[src/rtl/jps_pkg.sv]
package jps_pkg;

    typedef enum logic [3:0] {
        ST_OFF,
        ST_BASE_WAIT,
        ST_CSET_UP,
        ST_UNCLAMP,
        ST_READY,
        ST_BUSY,
        ST_DOWN_ISO,
        ST_DOWN_OFF,
        ST_BASE_IDLE
    } seq_state_t;

endpackage

[src/rtl/jps_sync.sv]
module jps_sync #(
    parameter int WIDTH  = 1,
    parameter int STAGES = 2
) (
    input  logic             clk,
    input  logic             rst_n,
    input  logic [WIDTH-1:0] din,
    output logic [WIDTH-1:0] dout
);
    logic [WIDTH-1:0] stage_q [STAGES];

    generate
        for (genvar s = 0; s < STAGES; s++) begin : g_stage
            if (s == 0) begin : g_first
                always_ff @(posedge clk or negedge rst_n) begin
                    if (!rst_n) stage_q[0] <= '0;
                    else        stage_q[0] <= din;
                end
            end else begin : g_next
                always_ff @(posedge clk or negedge rst_n) begin
                    if (!rst_n) stage_q[s] <= '0;
                    else        stage_q[s] <= stage_q[s-1];
                end
            end
        end
    endgenerate

    assign dout = stage_q[STAGES-1];
endmodule

[src/rtl/jps_sat_counter.sv]
module jps_sat_counter #(
    parameter int WIDTH = 8
) (
    input  logic             clk,
    input  logic             rst_n,
    input  logic             clr,
    input  logic             inc,
    output logic [WIDTH-1:0] count
);
    logic [WIDTH-1:0] cnt_d, cnt_q;

    always_comb begin
        cnt_d = cnt_q;
        if (clr)                          cnt_d = '0;
        else if (inc && (cnt_q != '1))    cnt_d = cnt_q + WIDTH'(1);
    end

    always_ff @(posedge clk or negedge rst_n) begin
        if (!rst_n) cnt_q <= '0;
        else        cnt_q <= cnt_d;
    end

    assign count = cnt_q;
endmodule

[src/rtl/job_power_seq.sv]
module job_power_seq
    import jps_pkg::*;
#(
    parameter int N_CSET      = 4,
    parameter int IDLE_W      = 16,
    parameter int WAIT_LIMIT  = 256,
    parameter int SYNC_STAGES = 2
) (
    input  logic              clk,
    input  logic              rst_n,
    input  logic              dyn_gate_en,
    input  logic [IDLE_W-1:0] cset_idle_limit,
    input  logic [IDLE_W-1:0] base_idle_limit,
    input  logic              job_req,
    output logic              job_ready,
    input  logic              job_done,
    output logic              base_pwr_en,
    input  logic              base_pwr_good,
    output logic [N_CSET-1:0] cset_pwr_en,
    input  logic [N_CSET-1:0] cset_pwr_good,
    output logic [N_CSET-1:0] cset_pwr_iso,
    output logic              pwr_err
);
    localparam int IDX_W  = (N_CSET > 1) ? $clog2(N_CSET) : 1;
    localparam int WAIT_W = $clog2(WAIT_LIMIT + 1);
    localparam logic [IDX_W-1:0]  LAST_IDX  = IDX_W'(N_CSET - 1);
    localparam logic [WAIT_W-1:0] WAIT_LAST = WAIT_W'(WAIT_LIMIT);

    typedef struct packed {
        seq_state_t        st;
        logic [IDX_W-1:0]  idx;
        logic              base_en;
        logic [N_CSET-1:0] en;
        logic [N_CSET-1:0] iso;
        logic              err;
    } seq_regs_t;

    seq_regs_t cur_q, nxt_d;

    logic              base_good_s;
    logic [N_CSET-1:0] cset_good_s;
    logic [WAIT_W-1:0] wait_cnt;
    logic [IDLE_W-1:0] idle_cnt;
    logic              wait_clr, wait_inc;
    logic              idle_clr, idle_inc;
    logic              step_adv;

    jps_sync #(.WIDTH(1), .STAGES(SYNC_STAGES)) u_base_sync (
        .clk  (clk),
        .rst_n(rst_n),
        .din  (base_pwr_good),
        .dout (base_good_s)
    );

    jps_sync #(.WIDTH(N_CSET), .STAGES(SYNC_STAGES)) u_cset_sync (
        .clk  (clk),
        .rst_n(rst_n),
        .din  (cset_pwr_good),
        .dout (cset_good_s)
    );

    jps_sat_counter #(.WIDTH(WAIT_W)) u_wait_cnt (
        .clk  (clk),
        .rst_n(rst_n),
        .clr  (wait_clr),
        .inc  (wait_inc),
        .count(wait_cnt)
    );

    jps_sat_counter #(.WIDTH(IDLE_W)) u_idle_cnt (
        .clk  (clk),
        .rst_n(rst_n),
        .clr  (idle_clr),
        .inc  (idle_inc),
        .count(idle_cnt)
    );

    always_comb begin
        nxt_d    = cur_q;
        step_adv = 1'b0;

        wait_inc = (cur_q.st == ST_BASE_WAIT) || (cur_q.st == ST_CSET_UP);
        idle_inc = (cur_q.st == ST_READY)    || (cur_q.st == ST_DOWN_ISO) ||
                   (cur_q.st == ST_DOWN_OFF) || (cur_q.st == ST_BASE_IDLE);

        unique case (cur_q.st)
            ST_OFF: begin
                if (job_req) begin
                    nxt_d.st      = ST_BASE_WAIT;
                    nxt_d.base_en = 1'b1;
                end
            end

            ST_BASE_WAIT: begin
                if (base_good_s) begin
                    step_adv        = 1'b1;
                    nxt_d.st        = ST_CSET_UP;
                    nxt_d.idx       = '0;
                    nxt_d.en[0]     = 1'b1;
                end else if (wait_cnt >= WAIT_LAST) begin
                    nxt_d.st      = ST_OFF;
                    nxt_d.base_en = 1'b0;
                    nxt_d.en      = '0;
                    nxt_d.iso     = '1;
                    nxt_d.err     = 1'b1;
                end
            end

            ST_CSET_UP: begin
                if (cset_good_s[cur_q.idx]) begin
                    step_adv = 1'b1;
                    if (cur_q.idx == LAST_IDX) begin
                        nxt_d.st  = ST_UNCLAMP;
                        nxt_d.iso = '0;
                    end else begin
                        nxt_d.idx                  = cur_q.idx + IDX_W'(1);
                        nxt_d.en[cur_q.idx + IDX_W'(1)] = 1'b1;
                    end
                end else if (wait_cnt >= WAIT_LAST) begin
                    nxt_d.st      = ST_OFF;
                    nxt_d.base_en = 1'b0;
                    nxt_d.en      = '0;
                    nxt_d.iso     = '1;
                    nxt_d.err     = 1'b1;
                end
            end

            ST_UNCLAMP: begin
                nxt_d.st = ST_READY;
            end

            ST_READY: begin
                if (job_req) begin
                    nxt_d.st = ST_BUSY;
                end else if (dyn_gate_en && (idle_cnt >= cset_idle_limit)) begin
                    nxt_d.st            = ST_DOWN_ISO;
                    nxt_d.idx           = LAST_IDX;
                    nxt_d.iso[LAST_IDX] = 1'b1;
                end
            end

            ST_BUSY: begin
                if (job_done) nxt_d.st = ST_READY;
            end

            ST_DOWN_ISO: begin
                if (job_req) begin
                    nxt_d.st    = ST_CSET_UP;
                    nxt_d.idx   = '0;
                    nxt_d.en[0] = 1'b1;
                end else begin
                    nxt_d.st            = ST_DOWN_OFF;
                    nxt_d.en[cur_q.idx] = 1'b0;
                end
            end

            ST_DOWN_OFF: begin
                if (job_req) begin
                    nxt_d.st    = ST_CSET_UP;
                    nxt_d.idx   = '0;
                    nxt_d.en[0] = 1'b1;
                end else if (cur_q.idx == '0) begin
                    nxt_d.st = ST_BASE_IDLE;
                end else begin
                    nxt_d.st                         = ST_DOWN_ISO;
                    nxt_d.idx                        = cur_q.idx - IDX_W'(1);
                    nxt_d.iso[cur_q.idx - IDX_W'(1)] = 1'b1;
                end
            end

            ST_BASE_IDLE: begin
                if (job_req) begin
                    nxt_d.st    = ST_CSET_UP;
                    nxt_d.idx   = '0;
                    nxt_d.en[0] = 1'b1;
                end else if (dyn_gate_en && (idle_cnt >= base_idle_limit)) begin
                    nxt_d.st      = ST_OFF;
                    nxt_d.base_en = 1'b0;
                end
            end

            default: begin
                nxt_d.st      = ST_OFF;
                nxt_d.base_en = 1'b0;
                nxt_d.en      = '0;
                nxt_d.iso     = '1;
            end
        endcase

        wait_clr = !wait_inc || step_adv;
        idle_clr = !idle_inc;
    end

    always_ff @(posedge clk or negedge rst_n) begin
        if (!rst_n) begin
            cur_q.st      <= ST_OFF;
            cur_q.idx     <= '0;
            cur_q.base_en <= 1'b0;
            cur_q.en      <= '0;
            cur_q.iso     <= '1;
            cur_q.err     <= 1'b0;
        end else begin
            cur_q <= nxt_d;
        end
    end

    assign job_ready    = (cur_q.st == ST_READY);
    assign base_pwr_en  = cur_q.base_en;
    assign cset_pwr_en  = cur_q.en;
    assign cset_pwr_iso = cur_q.iso;
    assign pwr_err      = cur_q.err;
endmodule

[config.mk]
export PLATFORM = sky130hd
export DESIGN_NAME = job_power_seq
export DESIGN_NICKNAME = d
export VERILOG_FILES = /design/src/rtl/jps_pkg.sv /design/src/rtl/jps_sync.sv /design/src/rtl/jps_sat_counter.sv /design/src/rtl/job_power_seq.sv
export SDC_FILE = /design/constraint.sdc
export NUM_CORES = 1
export LEC_CHECK = 0
export ABC_CLOCK_PERIOD_IN_PS = 4910
export BUFFER_PORTS_ARGS = -buffer_cell sky130_fd_sc_hd__buf_2
export CAP_MARGIN = 20
export CORE_MARGIN = 10
export CORE_UTILIZATION = 63
export DETAILED_ROUTE_END_ITERATION = 10
export PLACE_DENSITY = 0.95
export SYNTH_ARGS = -nofsm -noshare
export SYNTH_HDL_FRONTEND = slang
export SYNTH_SLANG_ARGS = --single-unit
[constraint.sdc]
create_clock -name clk -period 4.91 [get_ports clk]
set_clock_uncertainty 0.05 [all_clocks]
set_input_delay 0.982 -clock clk [delete_from_list [all_inputs] [get_ports clk]]
set_output_delay 0.982 -clock clk [all_outputs]
set_load 0.03 [all_outputs]
==> flow_summary.yaml <==
routing:
  wl_per_cell_um: 16.9
  ant_nets: 0
  firstDrtPassIters: 7
  drc: 0
  routed_wirelength_um: 9020
  vias: 3335
  wl_met1_um: 3520
  dr_wl_met2_um: 4510
  vias_per_cell: 6.26
  drt_iter0_drc: 344
  wl_met3_um: 835
  highest_layer: "met4"
clock_network:
  cts_max_level: 2
  cts_hold_buf: 0
  clock-sinks: 51
  post-cts-setup-buffer-count: 0
  cts_max_path_buffers: 2
  clkTransAtPathRegs_ns: 0.09
  tritoncts: "yes"
  cts_resized: 0
  clock_latency_ns: 0.31
  cts_buffers: 5
  root_buffer: "clkbuf_8"
cells_and_area:
  antenna-diode-count: 0
  finalInstanceArea_mm2: 0.00403
  final_common_cell: "buf_2"
  drive_gt1_share_pct: 17.6
  seqCellArea_mm2: 0.00128
  final_nets: 545
  fillers: 396
  multiInputGateArea_mm2: 0.00213
  final_cell_mix: "52 x buf_2, 48 x nor2_1, 47 x dfrtp_1, 43 x ha_1, 40 x inv_1"
  area_delta_synth_final_pct: 9.34
critical_path:
  crit_path_start: "cur_q[14]$_DFFE_PN0P_"
  cp_max_fo: 22
  worstReg2RegStart: "cur_q[14]$_DFFE_PN0P_"
  worstPathRequired_ns: 3.88
  critical_path_class: "reg2out"
  arrival_ns: 2.07
  start_kind: "flop"
  crit_path_end_kind: "output pin"
synth:
  yosysSeqAreaShare_pct: 34.8
  synth_nets: 504
  synth.distinct_cells: 57
  synth_area_mm2: 0.00368
  synthArstFlopShare_pct: 100
  synth-seq-cells: 51
  synth-main-ff-cell: "dfrtp_1"
  syn_avg_cell_area_um2: 8.79
  ys.warnings.count: 0
  synth_edf_count: 0
  netlist_instances: 419
die:
  dieWidth_um: 96.5
  initial_core_util_pct: 66.1
  num_rows: 27
  die_h_um: 96.5
  dieArea_mm2: 0.00930
  core_mm2: 0.00557
  io_pins: 53
sta:
  whs_ns: 0.303
  finalCriticalPeriod_ns: 3.10
  layout_setup_ws_ns: 1.81
  rsz0062_at_grt: "no"
  max-slew-margin-rel_pct: 49.2
  final_hold_viol_count: 0
  fin_crit_sh_pct: 63.1
  setup_violations: 0
  drv_slew: 0
  setup_tns_ns: 0
  tightestPinTransition_ns: 0.762
  fmax_ghz: 0.323
grt:
  grt_first_pass_wirelength_um: 15100
  grt_usage_pct: 19.7
  grt_pass1_vias: 3348
  grt_start_max_net_pins: 52
  antenna_found_initial: 0
  grt.overflow.total: 0
placement:
  gp_congestion: 0.991
  dp_slack_ns: 1.99
  dp_hpwl_um: 6790
  io_buffers: 52
  placed_area_mm2: 0.00392
worst_hold_path:
  hold_path.class: "reg2reg"
  min_from: "u_cset_sync.stage_q[5]$_DFF_PN0_"
run:
  drv_cap: 0
pwr:
  peakVddDrop_uv: 294
  p_per_area_mw_per_mm2: 393
  power_mw: 1.58
  p_leak_nw: 2.00
outcome:
  status: "finished clean"
logic make-up after synthesis:
family	count (synthesis)	synth area share (%)
muxes	7	2.31
buffers and inverters	61	7.47
adders and majority gates	43	14.6
AOI/OAI and AO/OA	99	17.2
xor gates and xnor gates	14	3.33
and+or+nand+nor	144	20.3
DFF	51	34.8
final timing paths:
kind	end	slack, ns	cells past startpoint
min in group asynchronous	cset_pwr_en[1]$_DFFE_PN0P_	0.72	2
max in group asynchronous	cur_q[14]$_DFFE_PN0P_	3.66	2
min reg2reg	u_cset_sync.dout[1]$_DFF_PN0_	0.30	0
max	job_ready	1.81	3
max reg2reg	cur_q[10]$_DFFE_PN0P_	2.42	5
min	u_cset_sync.dout[1]$_DFF_PN0_	0.30	0
flip-flops by register name, summed over array words and instances, names as in the netlist, 4 cells and up:
| name | flops |
|---|---|
| u_cset_sync.stage_q | 4 |
| cset_pwr_en | 4 |
| u_cset_sync.dout | 4 |
| cur_q | 6 |
| cset_pwr_iso | 4 |
| u_idle_cnt.count | 16 |
| u_wait_cnt.count | 9 |
synth_stat cells, types with 7 or more instances:
| master | n | area share [%] |
|---|---|---|
| buf_2 | 7 | 0.95 |
| dfrtp_1 | 47 | 32 |
| nand4_1 | 8 | 1.4 |
| o21ai_0 | 18 | 2.4 |
| inv_1 | 40 | 4.1 |
| nand3_1 | 19 | 2.6 |
| nor2b_1 | 10 | 1.7 |
| a21oi_1 | 38 | 5.2 |
| nand2b_1 | 8 | 1.4 |
| xor2_1 | 9 | 2.1 |
| nand2_1 | 19 | 1.9 |
| buf_4 | 8 | 1.6 |
| and3_1 | 8 | 1.4 |
| a211oi_1 | 7 | 1.4 |
| or3_1 | 8 | 1.4 |
| ha_1 | 43 | 15 |
| nor2_1 | 48 | 4.9 |
worst max-delay path: stages, from the launching register on:
cell,delay [ns]
dfrtp_1,0.79
nand2b_1,0.31
nor3_1,0.38
buf_2,0.28
layout make-up:
type,instances,area share [%]
clock inverters,2,0.404
multi-input cells,307,52.8
clock buffers,6,2.05
repair buffers,55,6.96
well taps,72,2.24
inverters,40,3.73
flip-flops and latches,51,31.8
layer usage:
metal  vias up  global-route usage (%)
met5         -                       0
met2       187                    33.0
li1       1555                       -
met1      1556                    24.5
met4         0                    7.38
met3        37                    3.86
report_power, final:
part	switching [mW]	internal, mW
clock network	0.139	0.115
registers	0.130	0.478
logic	0.434	0.285
total	0.703	0.879
per-stage QoR:
step / cells / utilization, %
after detailed placement: 524 / 70.4
after global routing: 533 / 72.2
after CTS: 532 / 72.1
after global placement: 523 / 70.2
after floorplan: 419 / -
final: 533 / 72.2
Note: power is estimated with default switching activity, not from simulation.
